$ cat config.mk
export PLATFORM = sky130hd
export DESIGN_NAME = wl_denoise_top
export DESIGN_NICKNAME = d
export VERILOG_FILES = /design/src/rtl/wl_pkg.sv /design/src/rtl/wl_round_sat.sv /design/src/rtl/wl_analysis.sv /design/src/rtl/wl_hard_thresh.sv /design/src/rtl/wl_synthesis.sv /design/src/rtl/wl_denoise_top.sv
export SDC_FILE = /design/constraint.sdc
export NUM_CORES = 2
export LEC_CHECK = 0
export BUFFER_PORTS_ARGS = -buffer_cell sky130_fd_sc_hd__buf_2
export CELL_PAD_IN_SITES_DETAIL_PLACEMENT = 0
export CELL_PAD_IN_SITES_GLOBAL_PLACEMENT = 1
export CORE_MARGIN = 8
export CORE_UTILIZATION = 58
export CTS_BUF_LIST = sky130_fd_sc_hd__clkbuf_4 sky130_fd_sc_hd__clkbuf_8
export CTS_CLUSTER_SIZE = 14
export DETAILED_ROUTE_END_ITERATION = 8
export PLACE_DENSITY = 0.87
export SLEW_MARGIN = 20
export SYNTH_ARGS = -nofsm -noshare
export SYNTH_HDL_FRONTEND = slang
export SYNTH_SLANG_ARGS = --single-unit
$ cat constraint.sdc
create_clock -name clk -period 49.5 [get_ports clk]
set_input_delay 2.475 -clock clk [delete_from_list [all_inputs] [get_ports clk]]
set_output_delay 2.475 -clock clk [all_outputs]
set_load 0.01 [all_outputs]
$ cat src/rtl/wl_pkg.sv
package wl_pkg;
  localparam int TAP_W  = 16;
  localparam int FRAC_W = 14;
  localparam int NTAP   = 4;

  typedef logic signed [TAP_W-1:0] tap_t;

  // Low-pass analysis taps in Q1.14: s, s*a0, -s*a0*a1, s*a1 with
  // s = 0.483, a0 = 1.732, a1 = -0.268.
  localparam tap_t LO_TAP [NTAP] = '{16'sd7913, 16'sd13705, 16'sd3672, -16'sd2120};

  // Quadrature mirror: reverse the low taps and negate every odd index.
  function automatic tap_t hi_tap(input int k);
    tap_t t;
    t = LO_TAP[NTAP-1-k];
    return (k % 2 == 0) ? t : -t;
  endfunction
endpackage

$ cat src/rtl/wl_round_sat.sv
module wl_round_sat
  import wl_pkg::*;
#(
  parameter int IW = 34,
  parameter int OW = 16
) (
  input  logic signed [IW-1:0] acc,
  output logic signed [OW-1:0] q
);
  localparam int EW = IW + 1;
  localparam logic signed [EW-1:0] HALF = EW'(2 ** (FRAC_W - 1));
  localparam logic signed [EW-1:0] QMAX = {{(EW-OW+1){1'b0}}, {(OW-1){1'b1}}};
  localparam logic signed [EW-1:0] QMIN = ~QMAX;

  logic signed [EW-1:0] biased;
  logic signed [EW-1:0] shifted;

  // round half up, then drop the fraction
  assign biased  = {acc[IW-1], acc} + HALF;
  assign shifted = biased >>> FRAC_W;

  always_comb begin
    if (shifted > QMAX)      q = QMAX[OW-1:0];
    else if (shifted < QMIN) q = QMIN[OW-1:0];
    else                     q = shifted[OW-1:0];
  end
endmodule

$ cat src/rtl/wl_analysis.sv
module wl_analysis
  import wl_pkg::*;
#(
  parameter int W  = 16,
  parameter int CW = 17
) (
  input  logic [NTAP-1:0][W-1:0] win,
  output logic signed [CW-1:0]   lo_q,
  output logic signed [CW-1:0]   hi_q
);
  localparam int AW = W + TAP_W + 2;

  logic signed [AW-1:0] lo_prod [NTAP];
  logic signed [AW-1:0] hi_prod [NTAP];
  logic signed [AW-1:0] lo_acc;
  logic signed [AW-1:0] hi_acc;

  for (genvar k = 0; k < NTAP; k++) begin : g_tap
    logic signed [AW-1:0] xs;
    assign xs         = AW'($signed(win[k]));
    assign lo_prod[k] = xs * AW'(LO_TAP[k]);
    assign hi_prod[k] = xs * AW'(hi_tap(k));
  end

  always_comb begin
    lo_acc = '0;
    hi_acc = '0;
    for (int k = 0; k < NTAP; k++) begin
      lo_acc = lo_acc + lo_prod[k];
      hi_acc = hi_acc + hi_prod[k];
    end
  end

  wl_round_sat #(.IW(AW), .OW(CW)) u_rs_lo (.acc(lo_acc), .q(lo_q));
  wl_round_sat #(.IW(AW), .OW(CW)) u_rs_hi (.acc(hi_acc), .q(hi_q));
endmodule

$ cat src/rtl/wl_hard_thresh.sv
module wl_hard_thresh #(
  parameter int W  = 16,
  parameter int CW = 17
) (
  input  logic signed [CW-1:0] coef,
  input  logic [W-1:0]         thr,
  output logic signed [CW-1:0] kept
);
  logic signed [CW:0] ext;
  logic [CW:0]        mag;
  logic [CW:0]        thr_ext;

  assign ext     = {coef[CW-1], coef};
  assign mag     = (ext < 0) ? unsigned'(-ext) : unsigned'(ext);
  assign thr_ext = (CW+1)'(thr);
  assign kept    = (mag < thr_ext) ? '0 : coef;

  // a surviving coefficient is untouched and never below the level
  always_comb begin
    assert_keep_or_zero_R6: assert (kept == '0 || (kept == coef && mag >= thr_ext));
  end
endmodule

$ cat src/rtl/wl_synthesis.sv
module wl_synthesis
  import wl_pkg::*;
#(
  parameter int W  = 16,
  parameter int CW = 17
) (
  input  logic signed [CW-1:0] lo_prev,
  input  logic signed [CW-1:0] hi_prev,
  input  logic signed [CW-1:0] lo_cur,
  input  logic signed [CW-1:0] hi_cur,
  output logic signed [W-1:0]  y_even,
  output logic signed [W-1:0]  y_odd
);
  localparam int AW = CW + TAP_W + 2;

  logic signed [W-1:0] y_r [2];

  // r = 0 rebuilds the older (even) sample, r = 1 the odd one
  for (genvar r = 0; r < 2; r++) begin : g_out
    logic signed [AW-1:0] acc;
    assign acc = AW'(lo_prev) * AW'(LO_TAP[1-r])
               + AW'(hi_prev) * AW'(hi_tap(1-r))
               + AW'(lo_cur)  * AW'(LO_TAP[3-r])
               + AW'(hi_cur)  * AW'(hi_tap(3-r));
    wl_round_sat #(.IW(AW), .OW(W)) u_rs (.acc(acc), .q(y_r[r]));
  end

  assign y_even = y_r[0];
  assign y_odd  = y_r[1];
endmodule

$ cat src/rtl/wl_denoise_top.sv
module wl_denoise_top
  import wl_pkg::*;
#(
  parameter int W = 16
) (
  input  logic         clk,
  input  logic         rst_n,
  input  logic         flush,
  input  logic [W-1:0] thr_level,
  input  logic         in_valid,
  output logic         in_ready,
  input  logic [W-1:0] in_data,
  output logic         out_valid,
  input  logic         out_ready,
  output logic [W-1:0] out_data
);
  localparam int CW = W + 1;

  logic                  odd_ph;
  logic [W-1:0]          x_even, x_m1, x_m2;
  logic signed [CW-1:0]  lo_p, hi_p;
  logic signed [W-1:0]   y_pend;
  logic [NTAP-1:0][W-1:0] win;
  logic signed [CW-1:0]  lo_c, hi_raw, hi_c;
  logic signed [W-1:0]   y_even, y_odd;
  logic                  fire;

  assign in_ready = (!out_valid || out_ready) && !flush;
  assign fire     = in_valid && in_ready;

  assign win[0] = in_data;
  assign win[1] = x_even;
  assign win[2] = x_m1;
  assign win[3] = x_m2;

  wl_analysis #(.W(W), .CW(CW)) u_ana (
    .win  (win),
    .lo_q (lo_c),
    .hi_q (hi_raw)
  );

  wl_hard_thresh #(.W(W), .CW(CW)) u_thr (
    .coef (hi_raw),
    .thr  (thr_level),
    .kept (hi_c)
  );

  wl_synthesis #(.W(W), .CW(CW)) u_syn (
    .lo_prev (lo_p),
    .hi_prev (hi_p),
    .lo_cur  (lo_c),
    .hi_cur  (hi_c),
    .y_even  (y_even),
    .y_odd   (y_odd)
  );

  always_ff @(posedge clk or negedge rst_n) begin
    if (!rst_n) begin
      odd_ph    <= 1'b0;
      x_even    <= '0;
      x_m1      <= '0;
      x_m2      <= '0;
      lo_p      <= '0;
      hi_p      <= '0;
      y_pend    <= '0;
      out_data  <= '0;
      out_valid <= 1'b0;
    end else if (flush) begin
      odd_ph    <= 1'b0;
      x_even    <= '0;
      x_m1      <= '0;
      x_m2      <= '0;
      lo_p      <= '0;
      hi_p      <= '0;
      y_pend    <= '0;
      out_data  <= '0;
      out_valid <= 1'b0;
    end else if (fire) begin
      out_valid <= 1'b1;
      odd_ph    <= ~odd_ph;
      if (!odd_ph) begin
        x_even   <= in_data;
        out_data <= y_pend;
      end else begin
        x_m1     <= in_data;
        x_m2     <= x_even;
        lo_p     <= lo_c;
        hi_p     <= hi_c;
        y_pend   <= y_odd;
        out_data <= y_even;
      end
    end else if (out_ready) begin
      out_valid <= 1'b0;
    end
  end

  // a stalled word is held and blocks the input
  assert_hold_R2: assert property (@(posedge clk) disable iff (!rst_n)
    (out_valid && !out_ready && !flush) |=> (out_valid && $stable(out_data)));
  assert_block_R2: assert property (@(posedge clk) disable iff (!rst_n)
    (out_valid && !out_ready) |-> !in_ready);
  // one word per accepted sample, none without one
  assert_emit_R3: assert property (@(posedge clk) disable iff (!rst_n)
    (in_valid && in_ready) |=> out_valid);
  assert_quiet_R3: assert property (@(posedge clk) disable iff (!rst_n)
    (!(in_valid && in_ready) && out_ready) |=> !out_valid);
  // flush empties the output and restarts the pairing
  assert_flush_R9: assert property (@(posedge clk) disable iff (!rst_n)
    flush |=> (!out_valid && !odd_ph));
  // phase advances only on an accepted sample
  assert_phase_R5: assert property (@(posedge clk) disable iff (!rst_n)
    (!flush && !(in_valid && in_ready)) |=> $stable(odd_ph));
endmodule

==> results.cfg <==
[clocking]
cts_root_buffer = clkbuf_8
ctsLongestPathBuffers = 2
post-cts-setup-buffers = 0
cts_tree = yes
cts_max_level = 4
clk_latency_ns = 0.63
path_clk_slew_ns = 0.08
postCtsResizedCells = 0
cts_made_buffers = 17
hold_buffers = 0
cts_sinks = 116

[finish]
fin_nets = 12100
final_core_util_pct = 60.5
design_area_mm2 = 0.0855
drive_above_1_share_pct = 2.71
areaGrowthSynthToFinish_pct = 3.83

[routing]
viasPerCell = 5.50
wl_per_cell_um = 21.1
ant_nets = 0
drt_pre_antenna_iters = 8
postRouteWirelength_um = 227000
drcViolationCount = 1
drtIter0Drc = 4202
vias = 59200

[synthesis]
synth_top_area_cell = fa_1
yosysSeqAreaShare_pct = 3.53
async_flop_share_pct = 100
ys.flop_type = dfrtp_1
yosys-top-cells-count = 2629 x inv_1, 1707 x ha_1, 1509 x fa_1
synthCells = 8842
synthesis.area_mm2 = 0.0823
syn_nets = 12100
synth_top_area_share_pct = 36.7
synth.area.top_cells = fa_1 37%, ha_1 26%, inv_1 12%
yosysWarnings = 0
synth_cell_types = 105
avgSynthCellArea_um2 = 9.31
yosys_register_bits = 116
synth_edf_count = 0
yosysMostFrequentCell = inv_1

[worst_hold_path]
hold_path_class = reg2reg
worstHoldStart = out_data[14]

[place]
place_ws_ns = 19.96
placed_cell_area_mm2 = 0.0850
place_congestion = 0.968
port_buffers = 54
dp_hpwl_um = 202000

[setup_path]
crit_arrival_ns = 29.09
rrSetupSlack_ns = 22.97
slowest_delay_ns = 0.81
worstSetupStartpoint = in_data[0]
critPathCaptureType = flip-flop
crit_required_ns = 49.99
cp-start-kind = input port
crit_path_max_fanout = 25
path_class = in2reg
critPathSlowestCell = nor2_1
r2r-start = x_m1[0]

[global_routing]
overflow = 0
grt_pass1_wl_um = 355000
grt_pass1_vias = 62300
grt_max_degree = 68
gr-usage-all-layers_pct = 30.0
antenna_found_initial = 10

[floorplan]
dieWidth_um = 393
num_io_pins = 55
core-area_mm2 = 0.141
row_count = 138
start_util_pct = 58.3
die_area_mm2 = 0.154
die_h_um = 393

[sta]
clock.fmax_mhz = 35.0
relSlewSlack_pct = 17.9
timing.final.max_slew_violations = 0
clock_skew_ns = 0.0456
fin_crit_ns = 28.61
worstMarginPinSlew_ns = 1.22
setup_viol = 0
period_share_pct = 57.8
tns_ns = 0
rsz0062_at_grt = false
postLayoutSetupSlackWorst_ns = 20.89
hold_viol = 0

[status]
status = complete, but fails checks
violations = design-rule violations

[job]
maxCapViolCount = 0
## critical path, delay by kind of cell
family | cells | cell delay (ns)
AOI/OAI and AO/OA | 44 | 9.61
adders and majority gates | 21 | 8.81
and+or+nand+nor | 16 | 4.62
buffers and inverters | 15 | 2.53
xor gates and xnor gates | 3 | 0.98
## area by class of cell
| cell class | count | area [µm²] |
|---|---|---|
| tap | 1890 | 2360 |
| antenna | 3 | 7.51 |
| sequential | 116 | 2900 |
| clock buffer | 20 | 269 |
| clock inverter | 12 | 154 |
| fill | 12300 | 55800 |
| multi-input combinational | 5996 | 69200 |
| inverter | 2631 | 9880 |
| timing repair buffer | 107 | 674 |
## state kept, by name (all words and copies together), names as in the netlist
register / count
odd_ph: 1
y_pend: 16
x_m2: 16
out_data: 16
x_m1: 16
hi_p: 17
out_valid: 1
x_even: 16
lo_p: 17
## final timing paths
kind,end,cells after the start
max reg2reg,out_data[7],94
max in group asynchronous,out_data[11],2
min,out_data[14],1
max,out_data[7],99
min reg2reg,out_data[14],1
min in group asynchronous,x_even[0],1
## stage by stage
stage          hold slack [ns]  cells
4_1_cts                  0.504  10800
3_3_place_gp             0.479  10700
5_1_grt                  0.537  10800
3_5_place_dp             0.486  10700
6_report                 0.498  10800
2_1_floorplan            0.465   8842
## cells in the final DEF (no fill, tap or decap), drive strengths merged, types with 107 or more instances in the layout
master	Yosys	final
inv	2630	2630
xor2	152	152
nor2	253	253
ha	1707	1707
fa	1509	1509
buf	19	107
o21ai	298	298
dfrtp	116	116
a21oi	364	364
nand2	304	304
xnor2	358	358
## logic make-up after synthesis
kind of cell / share of synthesized area [%]
AOI/OAI and AO/OA: 9.24
buffers and inverters: 12.5
adders and majority gates: 62.6
xor gates and xnor gates: 5.43
and+or+nand+nor: 6.21
muxes: 0.477
DFF: 3.53
## per-layer routing
layer | vias up | GRT usage (%) | part of all wire, %
met1 | 29600 | 43.6 | 46
met5 | - | 0 | 0.017
met2 | 1748 | 45.9 | 43
li1 | 27600 | - | -
met3 | 259 | 6.98 | 8.6
met4 | 6 | 6.21 | 2.2
Power is left out: the tool's default activity adds up to more than one toggle a clock period on the data nets, which glitch-free logic cannot reach.
